<file path="src/rtl/tte_pkg.sv">
package tte_pkg;

   typedef enum logic [1:0] {
      OP_PUT   = 2'd0,
      OP_GET   = 2'd1,
      OP_STUFF = 2'd2,
      OP_LIST  = 2'd3
   } tte_op_e;

   typedef enum logic [1:0] {
      S_IDLE  = 2'd0,
      S_STEP  = 2'd1,
      S_FETCH = 2'd2,
      S_DONE  = 2'd3
   } tte_state_e;

   localparam logic ST_OK    = 1'b0;
   localparam logic ST_PARAM = 1'b1;

endpackage

</file>
<file path="src/rtl/tte_table_match.sv">
module tte_table_match #(
   parameter int NUM_TABLES = 2,
   parameter int IDW        = 32,
   parameter int SELW       = 1
) (
   input  logic [NUM_TABLES*IDW-1:0] cfg_id,
   input  logic [IDW-1:0]            cmd_id,
   output logic                      hit,
   output logic [SELW-1:0]           sel
);

   logic [NUM_TABLES-1:0] eq;

   generate
      for (genvar t = 0; t < NUM_TABLES; t++) begin : g_cmp
         assign eq[t] = (cfg_id[t*IDW +: IDW] == cmd_id);
      end
   endgenerate

   // lowest numbered match wins: scan from the top down
   always_comb begin
      sel = '0;
      for (int t = NUM_TABLES - 1; t >= 0; t--) begin
         if (eq[t]) sel = SELW'(t);
      end
   end

   assign hit = |eq;

endmodule

</file>
<file path="src/rtl/tte_index_calc.sv">
module tte_index_calc #(
   parameter int AW         = 64,
   parameter int PAGE_SHIFT = 12,
   parameter int NUM_TABLES = 2,
   parameter int SELW       = 1,
   parameter int PIW        = AW - PAGE_SHIFT
) (
   input  logic [AW-1:0]            addr,
   input  logic [NUM_TABLES*AW-1:0] cfg_base,
   input  logic [SELW-1:0]          sel,
   output logic [PIW-1:0]           page_idx
);

   logic [AW-1:0] base;
   logic [AW-1:0] aligned;
   logic [AW-1:0] rel;

   generate
      if (NUM_TABLES == 1) begin : g_one_base
         assign base = cfg_base[AW-1:0];
      end else begin : g_mux_base
         assign base = cfg_base[sel*AW +: AW];
      end

      if (PAGE_SHIFT == 0) begin : g_byte_pages
         assign aligned = addr;
      end else begin : g_paged
         assign aligned = {addr[AW-1:PAGE_SHIFT], {PAGE_SHIFT{1'b0}}};
      end
   endgenerate

   // wraps when the address lies below the base, landing far out of range
   assign rel      = aligned - base;
   assign page_idx = rel[AW-1:PAGE_SHIFT];

endmodule

</file>
<file path="src/rtl/tte_precheck.sv">
module tte_precheck
   import tte_pkg::*;
#(
   parameter int AW         = 64,
   parameter int CNTW       = 16,
   parameter int ENTW       = 7,
   parameter int LIST_MAX   = 512,
   parameter int LIST_ALIGN = 12
) (
   input  tte_op_e         op,
   input  logic            hit,
   input  logic [CNTW-1:0] count,
   input  logic [AW-1:0]   list_addr,
   input  logic [ENTW-1:0] entries,
   output logic            ok
);

   logic list_aligned;
   logic over_list;
   logic over_table;
   logic zero_cnt;

   generate
      if (LIST_ALIGN == 0) begin : g_no_align
         assign list_aligned = 1'b1;
      end else begin : g_align
         assign list_aligned = (list_addr[LIST_ALIGN-1:0] == '0);
      end
   endgenerate

   assign over_list  = 32'(count) > 32'(LIST_MAX);
   assign over_table = 32'(count) > 32'(entries);
   assign zero_cnt   = (count == '0);

   always_comb begin
      unique case (op)
         OP_STUFF: ok = hit && !zero_cnt && !over_table;
         OP_LIST:  ok = hit && !zero_cnt && !over_list && list_aligned;
         default:  ok = hit;
      endcase
   end

endmodule

</file>
<file path="src/rtl/tte_update_engine.sv">
module tte_update_engine
   import tte_pkg::*;
#(
   parameter int AW          = 64,
   parameter int EW          = 64,
   parameter int IDW         = 32,
   parameter int CNTW        = 16,
   parameter int NUM_TABLES  = 2,
   parameter int MAX_ENTRIES = 64,
   parameter int PAGE_SHIFT  = 12,
   parameter int LIST_MAX    = 512,
   parameter int LIST_ALIGN  = 12
) (
   input  logic                                              clk,
   input  logic                                              rst_n,
   input  logic                                              cmd_valid,
   input  logic [1:0]                                        cmd_op,
   input  logic [IDW-1:0]                                    cmd_tbl_id,
   input  logic [AW-1:0]                                     cmd_addr,
   input  logic [EW-1:0]                                     cmd_arg,
   input  logic [CNTW-1:0]                                   cmd_pages,
   output logic                                              busy,
   output logic                                              done,
   output logic                                              status,
   output logic [EW-1:0]                                     get_data,
   input  logic [NUM_TABLES*IDW-1:0]                         cfg_tbl_id,
   input  logic [NUM_TABLES*AW-1:0]                          cfg_bus_base,
   input  logic [NUM_TABLES*$clog2(MAX_ENTRIES+1)-1:0]       cfg_tbl_size,
   output logic                                              tw_en,
   output logic [((NUM_TABLES>1)?$clog2(NUM_TABLES):1)-1:0]  tw_sel,
   output logic [$clog2(MAX_ENTRIES)-1:0]                    tw_idx,
   output logic [EW-1:0]                                     tw_data,
   output logic [((NUM_TABLES>1)?$clog2(NUM_TABLES):1)-1:0]  tr_sel,
   output logic [$clog2(MAX_ENTRIES)-1:0]                    tr_idx,
   input  logic [EW-1:0]                                     tr_data,
   output logic                                              mem_req,
   output logic [AW-1:0]                                     mem_addr,
   input  logic                                              mem_ack,
   input  logic [63:0]                                       mem_data
);

   localparam int SELW = (NUM_TABLES > 1) ? $clog2(NUM_TABLES) : 1;
   localparam int IDXW = $clog2(MAX_ENTRIES);
   localparam int ENTW = $clog2(MAX_ENTRIES + 1);
   localparam int PIW  = AW - PAGE_SHIFT;
   localparam int STEP_BYTES = 8;

   initial begin
      assert (EW >= AW && EW == 64) else $error("entry width must be 64 and cover the address");
      assert (PIW > ENTW) else $error("page index narrower than entry count");
      assert (CNTW <= 32) else $error("page count wider than 32 bits");
      assert (LIST_ALIGN < AW && LIST_ALIGN >= 2) else $error("list alignment out of range");
      assert (MAX_ENTRIES >= 2) else $error("tables need at least two entries");
      assert (NUM_TABLES >= 1) else $error("no tables configured");
   end

   tte_state_e          state;
   tte_op_e             op_q;
   tte_op_e             op_in;
   logic [SELW-1:0]     sel_q;
   logic [PIW-1:0]      idx_q;
   logic [EW-1:0]       val_q;
   logic [AW-1:0]       lptr_q;
   logic [CNTW-1:0]     left_q;
   logic                stat_q;
   logic [EW-1:0]       get_q;

   logic                hit;
   logic [SELW-1:0]     sel_new;
   logic [PIW-1:0]      pidx_new;
   logic                pre_ok;
   logic [ENTW-1:0]     ent_new;
   logic [ENTW-1:0]     ent_cur;
   logic                in_range;
   logic                last_page;

   assign op_in = tte_op_e'(cmd_op);

   tte_table_match #(
      .NUM_TABLES (NUM_TABLES),
      .IDW        (IDW),
      .SELW       (SELW)
   ) u_match (
      .cfg_id (cfg_tbl_id),
      .cmd_id (cmd_tbl_id),
      .hit    (hit),
      .sel    (sel_new)
   );

   tte_index_calc #(
      .AW         (AW),
      .PAGE_SHIFT (PAGE_SHIFT),
      .NUM_TABLES (NUM_TABLES),
      .SELW       (SELW),
      .PIW        (PIW)
   ) u_index (
      .addr     (cmd_addr),
      .cfg_base (cfg_bus_base),
      .sel      (sel_new),
      .page_idx (pidx_new)
   );

   assign ent_new = cfg_tbl_size[sel_new*ENTW +: ENTW];
   assign ent_cur = cfg_tbl_size[sel_q*ENTW +: ENTW];

   tte_precheck #(
      .AW         (AW),
      .CNTW       (CNTW),
      .ENTW       (ENTW),
      .LIST_MAX   (LIST_MAX),
      .LIST_ALIGN (LIST_ALIGN)
   ) u_pre (
      .op        (op_in),
      .hit       (hit),
      .count     (cmd_pages),
      .list_addr (cmd_arg[AW-1:0]),
      .entries   (ent_new),
      .ok        (pre_ok)
   );

   // bound test on the full-width index so wrapped addresses fail
   assign in_range  = idx_q < PIW'(ent_cur);
   assign last_page = (left_q == CNTW'(1));

   always_ff @(posedge clk or negedge rst_n) begin
      if (!rst_n) begin
         state  <= S_IDLE;
         op_q   <= OP_PUT;
         sel_q  <= '0;
         idx_q  <= '0;
         val_q  <= '0;
         lptr_q <= '0;
         left_q <= '0;
         stat_q <= ST_PARAM;
         get_q  <= '0;
      end else begin
         unique case (state)
            S_IDLE: begin
               if (cmd_valid) begin
                  op_q   <= op_in;
                  sel_q  <= sel_new;
                  idx_q  <= pidx_new;
                  val_q  <= cmd_arg;
                  lptr_q <= {cmd_arg[AW-1:2], 2'b00};
                  left_q <= cmd_pages;
                  if (!pre_ok) begin
                     stat_q <= ST_PARAM;
                     state  <= S_DONE;
                  end else if (op_in == OP_LIST) begin
                     state  <= S_FETCH;
                  end else begin
                     state  <= S_STEP;
                  end
               end
            end
            S_STEP: begin
               if (!in_range) begin
                  stat_q <= ST_PARAM;
                  state  <= S_DONE;
               end else begin
                  unique case (op_q)
                     OP_GET: begin
                        get_q  <= tr_data;
                        stat_q <= ST_OK;
                        state  <= S_DONE;
                     end
                     OP_STUFF: begin
                        idx_q  <= idx_q + PIW'(1);
                        left_q <= left_q - CNTW'(1);
                        if (last_page) begin
                           stat_q <= ST_OK;
                           state  <= S_DONE;
                        end
                     end
                     default: begin
                        stat_q <= ST_OK;
                        state  <= S_DONE;
                     end
                  endcase
               end
            end
            S_FETCH: begin
               if (!in_range) begin
                  stat_q <= ST_PARAM;
                  state  <= S_DONE;
               end else if (mem_ack) begin
                  idx_q  <= idx_q + PIW'(1);
                  lptr_q <= lptr_q + AW'(STEP_BYTES);
                  left_q <= left_q - CNTW'(1);
                  if (last_page) begin
                     stat_q <= ST_OK;
                     state  <= S_DONE;
                  end
               end
            end
            default: state <= S_IDLE;
         endcase
      end
   end

   assign busy     = (state != S_IDLE);
   assign done     = (state == S_DONE);
   assign status   = stat_q;
   assign get_data = get_q;

   assign tw_en   = in_range && (((state == S_STEP) && (op_q != OP_GET)) ||
                                 ((state == S_FETCH) && mem_ack));
   assign tw_sel  = sel_q;
   assign tw_idx  = idx_q[IDXW-1:0];
   assign tw_data = (state == S_FETCH) ? mem_data : val_q;
   assign tr_sel  = sel_q;
   assign tr_idx  = idx_q[IDXW-1:0];

   assign mem_req  = (state == S_FETCH) && in_range;
   assign mem_addr = lptr_q;


   done_pulse_chk: assert property (@(posedge clk) disable iff (!rst_n)
      done |=> !done);


   idle_after_done_chk: assert property (@(posedge clk) disable iff (!rst_n)
      done |=> !busy);


   req_hold_chk: assert property (@(posedge clk) disable iff (!rst_n)
      (mem_req && !mem_ack) |=> (mem_req && $stable(mem_addr)));


   page_stride_chk: assert property (@(posedge clk) disable iff (!rst_n)
      (tw_en && $past(tw_en)) |-> (tw_idx == $past(tw_idx) + IDXW'(1)));


   write_bound_chk: assert property (@(posedge clk) disable iff (!rst_n)
      tw_en |-> (32'(tw_idx) < 32'(ent_cur)));


   reject_no_fetch_chk: assert property (@(posedge clk) disable iff (!rst_n)
      (done && !$past(busy)) |-> !$past(mem_req));

endmodule

</file>
<file path="config.mk">
export PLATFORM = sky130hd
export DESIGN_NAME = tte_update_engine
export DESIGN_NICKNAME = d
export VERILOG_FILES = /design/src/rtl/tte_pkg.sv /design/src/rtl/tte_table_match.sv /design/src/rtl/tte_index_calc.sv /design/src/rtl/tte_precheck.sv /design/src/rtl/tte_update_engine.sv
export SDC_FILE = /design/constraint.sdc
export NUM_CORES = 1
export LEC_CHECK = 0
export BUFFER_PORTS_ARGS = -buffer_cell sky130_fd_sc_hd__buf_4
export CORE_AREA = 2 2 282 284
export DETAILED_ROUTE_END_ITERATION = 10
export DIE_AREA = 0 0 284 286
export HOLD_SLACK_MARGIN = 0.15
export PLACE_DENSITY = 0.56
export SLEW_MARGIN = 15
export SYNTH_ARGS = -nofsm -noshare
export SYNTH_HDL_FRONTEND = slang
export SYNTH_SLANG_ARGS = --single-unit
</file>
<file path="constraint.sdc">
create_clock -name clk -period 3.3 [get_ports clk]
set_input_delay 0.66 -clock clk [delete_from_list [all_inputs] [get_ports clk]]
set_output_delay 0.66 -clock clk [all_outputs]
set_load 0.005 [all_outputs]
</file>
Word-level counts from Yosys, hierarchy flattened
Index checks and enable logic that the tools add are counted.

Word-level logic and storage cells: 101. Flip-flop bits (word level): 266. Input port bits: 516.

Multiply operators: 2. Multiplexer cells: 37. Eq/ne operators: 18. Reductions and logical operators: 25. Shift-type cells: 3. Magnitude comparators: 3. Add/subtract/negate cells: 4.

Operators by type and width (count): 52-bit two-way mux (5); 64-bit two-way mux (4); 52-bit one-hot mux with 3 select lines (1); 64-bit one-hot mux with 2 select lines (1); 128-bit by 8-bit variable part select with 64-bit output (1); 16-bit two-way mux (5); 64-bit by 4-bit adder with 64-bit output, second input constant (1); 32-bit == test (2); 64-bit subtractor (1); 52-bit by 1-bit adder with 52-bit output, second input constant (1); 52-bit by 7-bit < comparator with 1-bit output (1); 16-bit one-hot mux with 3 select lines (1); 14-bit by 5-bit variable part select with 7-bit output (2); 16-bit by 1-bit == test with 1-bit output, second input constant (1); 16-bit by 10-bit > comparator with 1-bit output, second input constant (1); 16-bit by 7-bit > comparator with 1-bit output (1); 16-bit logical NOT (1); 2-bit two-way mux (8); 16-bit by 1-bit subtractor with 16-bit output, second input constant (1); 12-bit logical NOT (1); 2-bit == test, second input constant (5); 2-bit inequality test, second input constant (5); 1-bit two-way mux (9); 1-bit logical AND (8); other kinds (17) (25).

Logic depth before layout (Yosys ltp)
Depth after elaboration: 12. Depth in mapped cells: 22. Depth with buffers taken out: 18.

By module
Synthesis repeated with hierarchy kept, for this count alone.

Cell total of the unflattened synthesis: 2455. Area, all modules: 20865.0 um^2.

By module, submodules not included: tte_update_engine (cells an instance 1790, area an instance 16010.4 um^2, times used 1); tte_index_calc (cells an instance 535, area an instance 3841.2 um^2, times used 1); tte_table_match (cells an instance 88, area an instance 701.9 um^2, times used 1); tte_precheck (cells an instance 42, area an instance 311.5 um^2, times used 1).

Least setup slack after synthesis
OpenSTA, ideal clock, no wires.

Path type: input to register. Start point: input port cmd_tbl_id[23]. End point: register idx_q[48]. Arrival: 4.853 ns. Cell stages on the path: 22. Slack: -1.622 ns. Buffers on the path: 4. Cells stage by stage: xor2_1 nor4_1 nand4_1 nor2_2 or2_1 buf_6 buf_2 buf_1 mux2i_1 ha_1 clkbuf_1 and4_1 nand4_1 nor2_1 nand3_1 nor3_1 a2111oi_2 o21ai_1 a311oi_2 o21a_1 or4b_1 nand3_1.

Word-level cells in the longest chain between the ends: 7. Elaborated cells on any way between the ends: 8. Those cells by class: add/sub: 1; eq/ne: 2; shift: 1; mux: 4.

RTL lines: from (decl) (line tte_update_engine.sv:18) `input logic [IDW-1:0] cmd_tbl_id,`; 32-bit == test (line tte_table_match.sv:16) `assign eq[t] = (cfg_id[t*IDW +: IDW] == cmd_id);`; 1-bit two-way mux (line tte_table_match.sv:24) `if (eq[t]) sel = SELW'(t);`; 1-bit two-way mux (*) (line tte_table_match.sv:24); 128-bit by 8-bit variable part select with 64-bit output (*) (line tte_index_calc.sv:22) `assign base = cfg_base[sel*AW +: AW];`; 64-bit subtractor (*) (line tte_index_calc.sv:33) `assign rel = aligned - base;`; 52-bit two-way mux (*) (line tte_update_engine.sv:139) `if (cmd_valid) begin`; 52-bit one-hot mux with 3 select lines (*) (line tte_update_engine.sv:137) `unique case (state)`; to (signal assigned) (line tte_update_engine.sv:142) `idx_q <= pidx_new;`; to (signal assigned) (line tte_update_engine.sv:168) `idx_q <= idx_q + PIW'(1);`; to (signal assigned) (line tte_update_engine.sv:187) `idx_q <= idx_q + PIW'(1);`; to (decl) (line tte_update_engine.sv:61) `logic [PIW-1:0] idx_q;`.

Mark *: on every way between the ends. The rest lies on a longest branch, timed or not. The select of a mux whose other input is x is not followed. A chain may end at the register's enable or synchronous reset.

Worst setup path after layout
Start point: input port cmd_tbl_id[24]. End point: register idx_q[48].

Same word-level chain as after synthesis.

==> key figures <==
Setup path
  • Startpoint types: input pin
  • CP Launch Point: cmd_tbl_id[24]
  • Crit. End Element: register
  • Critical path class: input pin to register
  • Worst r2r src: idx_q[47]$_DFFE_PN0P_
  • Worst path required time: 3770 ps
  • Worst flop-to-flop path endpoint: idx_q[46]$_DFFE_PN0P_
  • CP arrival: 4860 ps
  • Critical path capture point: idx_q[48]$_DFFE_PN0P_
  • Worst R2R Setup Slack: 60 ps
  • Critical Path Fanout Max: 5
  • Worst Reg-to-Reg Cells: 13

Timing
  • Clk_skew: 28.2 ps
  • Max Clk Rate: 228 MHz
  • Slew HR: 32.3%
  • Final worst-path cycle share: 133%
  • RSZ-0062 raised after global routing: true
  • Fin worst setup slack: -1090 ps
  • Setup TNS: -34340 ps
  • Final slew viol count: 0
  • Final Hold Fails: 0
  • Worst slew pin tran: 1020 ps
  • Post-route minimum period: 4390 ps
  • Final setup violation count: 51

Global routing
  • Met3 GRT Util: 4.02%
  • Global route overflow: 0
  • Global routing's busiest layer: met2
  • Overall Global Routing Usage: 19.5%
  • GR Util met2: 34.9%
  • Number of antenna violations at the first check in global routing: 11
  • Largest net degree at the start of global routing: 83
  • Met1 Track Usage GR: 24.1%
  • First-pass GRT wire length: 124000 um
  • Vias in the first global route: 20582

Synthesis
  • Top cells by area, synth: dfrtp_1 34%, mux2_2 11%, ha_1 4.8%, a21oi_1 4.4%, mux2i_1 4.1%
  • Asr flop ratio synth: 100%
  • Synth area leader: dfrtp_1
  • Number of synthesized flops with an enable pin: 0
  • Post-synth top flop: dfrtp_1
  • Post-Syn Instances: 2135
  • Synthesized area per cell: 9.07 um2
  • Post-synthesis sequential area ratio: 34.1%
  • Cell area after synthesis: 19400 um2
  • Synth Register Bits: 264
  • Synth top area share: 34.0%
  • Post-synth cell types: 88
  • Ys Warns: 0

Drt
  • DRT Pass-1 Iters: 5
  • Avg Vias per Cell: 4.91
  • WL/cell: 19.6 um
  • DRC violations left: 0
  • DR iter-0 viols: 1105
  • Post-DRT Antenna Nets: 0
  • Final wirelength: 83200 um
  • Vias: 20872

Die
  • Initial Utilization: 24.7%
  • Row cnt: 103
  • Core region area: 78400 um2
  • Die Wd: 284 um
  • Die Span Y: 286 um
  • Die area: 81200 um2
  • Ports: 727

CTS
  • Worst skew pair latency: 540 ps
  • Cts bufs inserted: 34
  • H-tree Lvls: 2
  • Reg clk slew, reported paths: 70 ps
  • # clock sinks: 264
  • Root buffer cell: clkbuf_16
  • Max Buffers Root-to-Sink: 3
  • CTS tree: done

Hold path
  • Worst Hold Launch: tr_data[57]
  • Hold WC Path Type: input pin to register

Layout
  • Share of layout cells above drive strength 1: 50.5%
  • Area growth syn-to-layout: 63.0%
  • Fin cells: 4254
  • Final nets: 3768
  • Finished Core Util: 40.3%
  • Cell area after layout: 31600 um2

Status
  • Status: complete, but fails checks
  • Failing checks: negative setup slack

Power and ir drop
  • Pwr/cell area: 690 nW/um2
  • Peak VDD IR: 0.431 mV
  • Leak pwr: 15.0 nW

Run
  • Maxcap violations: 0

Place
  • Placed cell count: 4124
  • Post-DP Area: 28500 um2
  • RePlAce Congestion: 0.886
  • Post-detailed-placement half-perimeter wirelength: 66500 um
  • Port bufs: 712
[kinds of logic after synthesis]
family	after synthesis	synth area share, %
adder cells (fa/ha/maj)	75	4.84
flip-flops	264	34.1
AND/OR/NAND/NOR	632	17.3
multiplexers	277	15.6
XOR/XNOR	107	4.84
AO/OA/AOI/OAI	605	19.3
buffers and inverters	174	3.99
other	1	0.0194
[worst max-delay path: stages]
cell       delay [ps]
buf_4             130
xor2_1            160
nor4_1            300
buf_4             160
nand4_1           160
nor2_2            150
or2_4             210
buf_6             140
mux2i_1           210
ha_1              270
a21o_1            160
a21o_1            170
a21o_1            230
a221oi_2          280
o21ai_2           130
a2111oi_4         270
buf_4             190
o21ai_4            80
a311oi_2          290
o21a_1            220
buf_4             130
nand4b_1           90
nand3_1            80
[cells in the mapped netlist (all sizes together) (12+ instances only)]
cell type  number
xor2           44
a21oi         173
clkbuf         78
a31oi          19
o21a           13
ha             75
nand2b         16
mux2          196
buf            59
mux2i          81
or3            12
dfrtp         263
o22ai          89
inv            37
nor3           43
o21ai         167
nor4           46
nand3         110
xnor2          63
and3           78
nand2         103
a21o           59
nor2          108
nand4          61
[stage by stage]
| stage | worst slack, ps | total power [mW] | hold slack [ps] |
|---|---|---|---|
| floorplan | -1240 | 12.0 | 364 |
| global placement | -1900 | 17.4 | 472 |
| detailed placement | -1850 | 17.5 | 490 |
| CTS | -970 | 21.7 | 295 |
| global route | -1240 | 23.4 | 310 |
| finish | -1090 | 21.8 | 346 |
[per-layer routing]
layer | wire length, um | up-vias | share of wire [%]
li1 | - | 10115 | -
met1 | 34800 | 10022 | 42
met2 | 42000 | 613 | 50
met3 | 4750 | 106 | 5.7
met4 | 1630 | 16 | 2.0
met5 | 108 | - | 0.13
[sequential cells by signal, indices dropped and copies added (netlist names)]
register	cells
get_data	64
val_q	64
mem_addr	62
idx_q	52
left_q	16
op_q	2
state	2
status	1
tr_sel	1
[layout by cell type (no fill, tap or decap), types with 10 or more instances in the layout]
cell	Yosys	final
nand3_1	110	105
ha_1	75	67
dfrtp_1	263	262
nor4_1	43	33
mux2_2	195	194
o21a_1	13	13
xor2_1	44	34
buf_4	15	1057
xnor2_1	63	35
xnor2_2	0	25
o21ai_1	9	18
and3_1	78	75
nor3_1	41	34
mux2i_1	80	72
nor2_1	106	95
o21ai_0	156	133
a21oi_1	172	140
nand2b_1	16	12
a21o_1	58	58
a31oi_1	19	14
buf_6	4	54
o21ai_2	2	13
nor4_2	3	11
o22ai_1	89	88
inv_1	36	34
buf_12	0	24
clkbuf_16	0	36
or3_1	11	10
a21oi_2	1	26
nand4_1	61	61
nand2_1	103	96
[what timing repair did]
action / 4_1_cts / 5_1_grt
hold endpoints to repair: 43 / 0
gates resized for setup: 170 / 125
hold buffers: 1 / 0
setup buffers: 43 / 30
pin swaps: 124 / 101
setup endpoints to repair: 73 / 82
gates cloned: 2 / 1
[final cells by class]
class / instances / area, um2
Antenna cell: 2 / 5.00
Sequential cell: 264 / 6610
Fill cell: 7943 / 46800
Clock inverter: 12 / 141
Timing Repair Buffer: 1142 / 9150
Clock buffer: 49 / 978
Multi-Input combinational cell: 1698 / 13200
Tap cell: 1050 / 1310
Inverter: 37 / 139
[how the worst min path moves through the flow]
stage / endpoint / slack [ps] / depth (start not counted)
final: get_data[57]$_DFFE_PN0P_ / 350 / 2
after global routing: get_data[40]$_DFFE_PN0P_ / 310 / 2
after CTS: get_data[57]$_DFFE_PN0P_ / 290 / 2
after detailed placement: val_q[55]$_DFFE_PN0P_ / 490 / 1
after global placement: mem_addr[2]$_DFFE_PN0P_ / 470 / 2
after floorplan: get_data[0]$_DFFE_PN0P_ / 360 / 0
[power breakdown]
group	total (mW)	internal [mW]	switching, mW
Clock	3.80	2.24	1.56
Sequential	5.78	4.53	1.25
Combinational	12.2	6.19	6.01
Note: power is estimated with default switching activity, not from simulation.
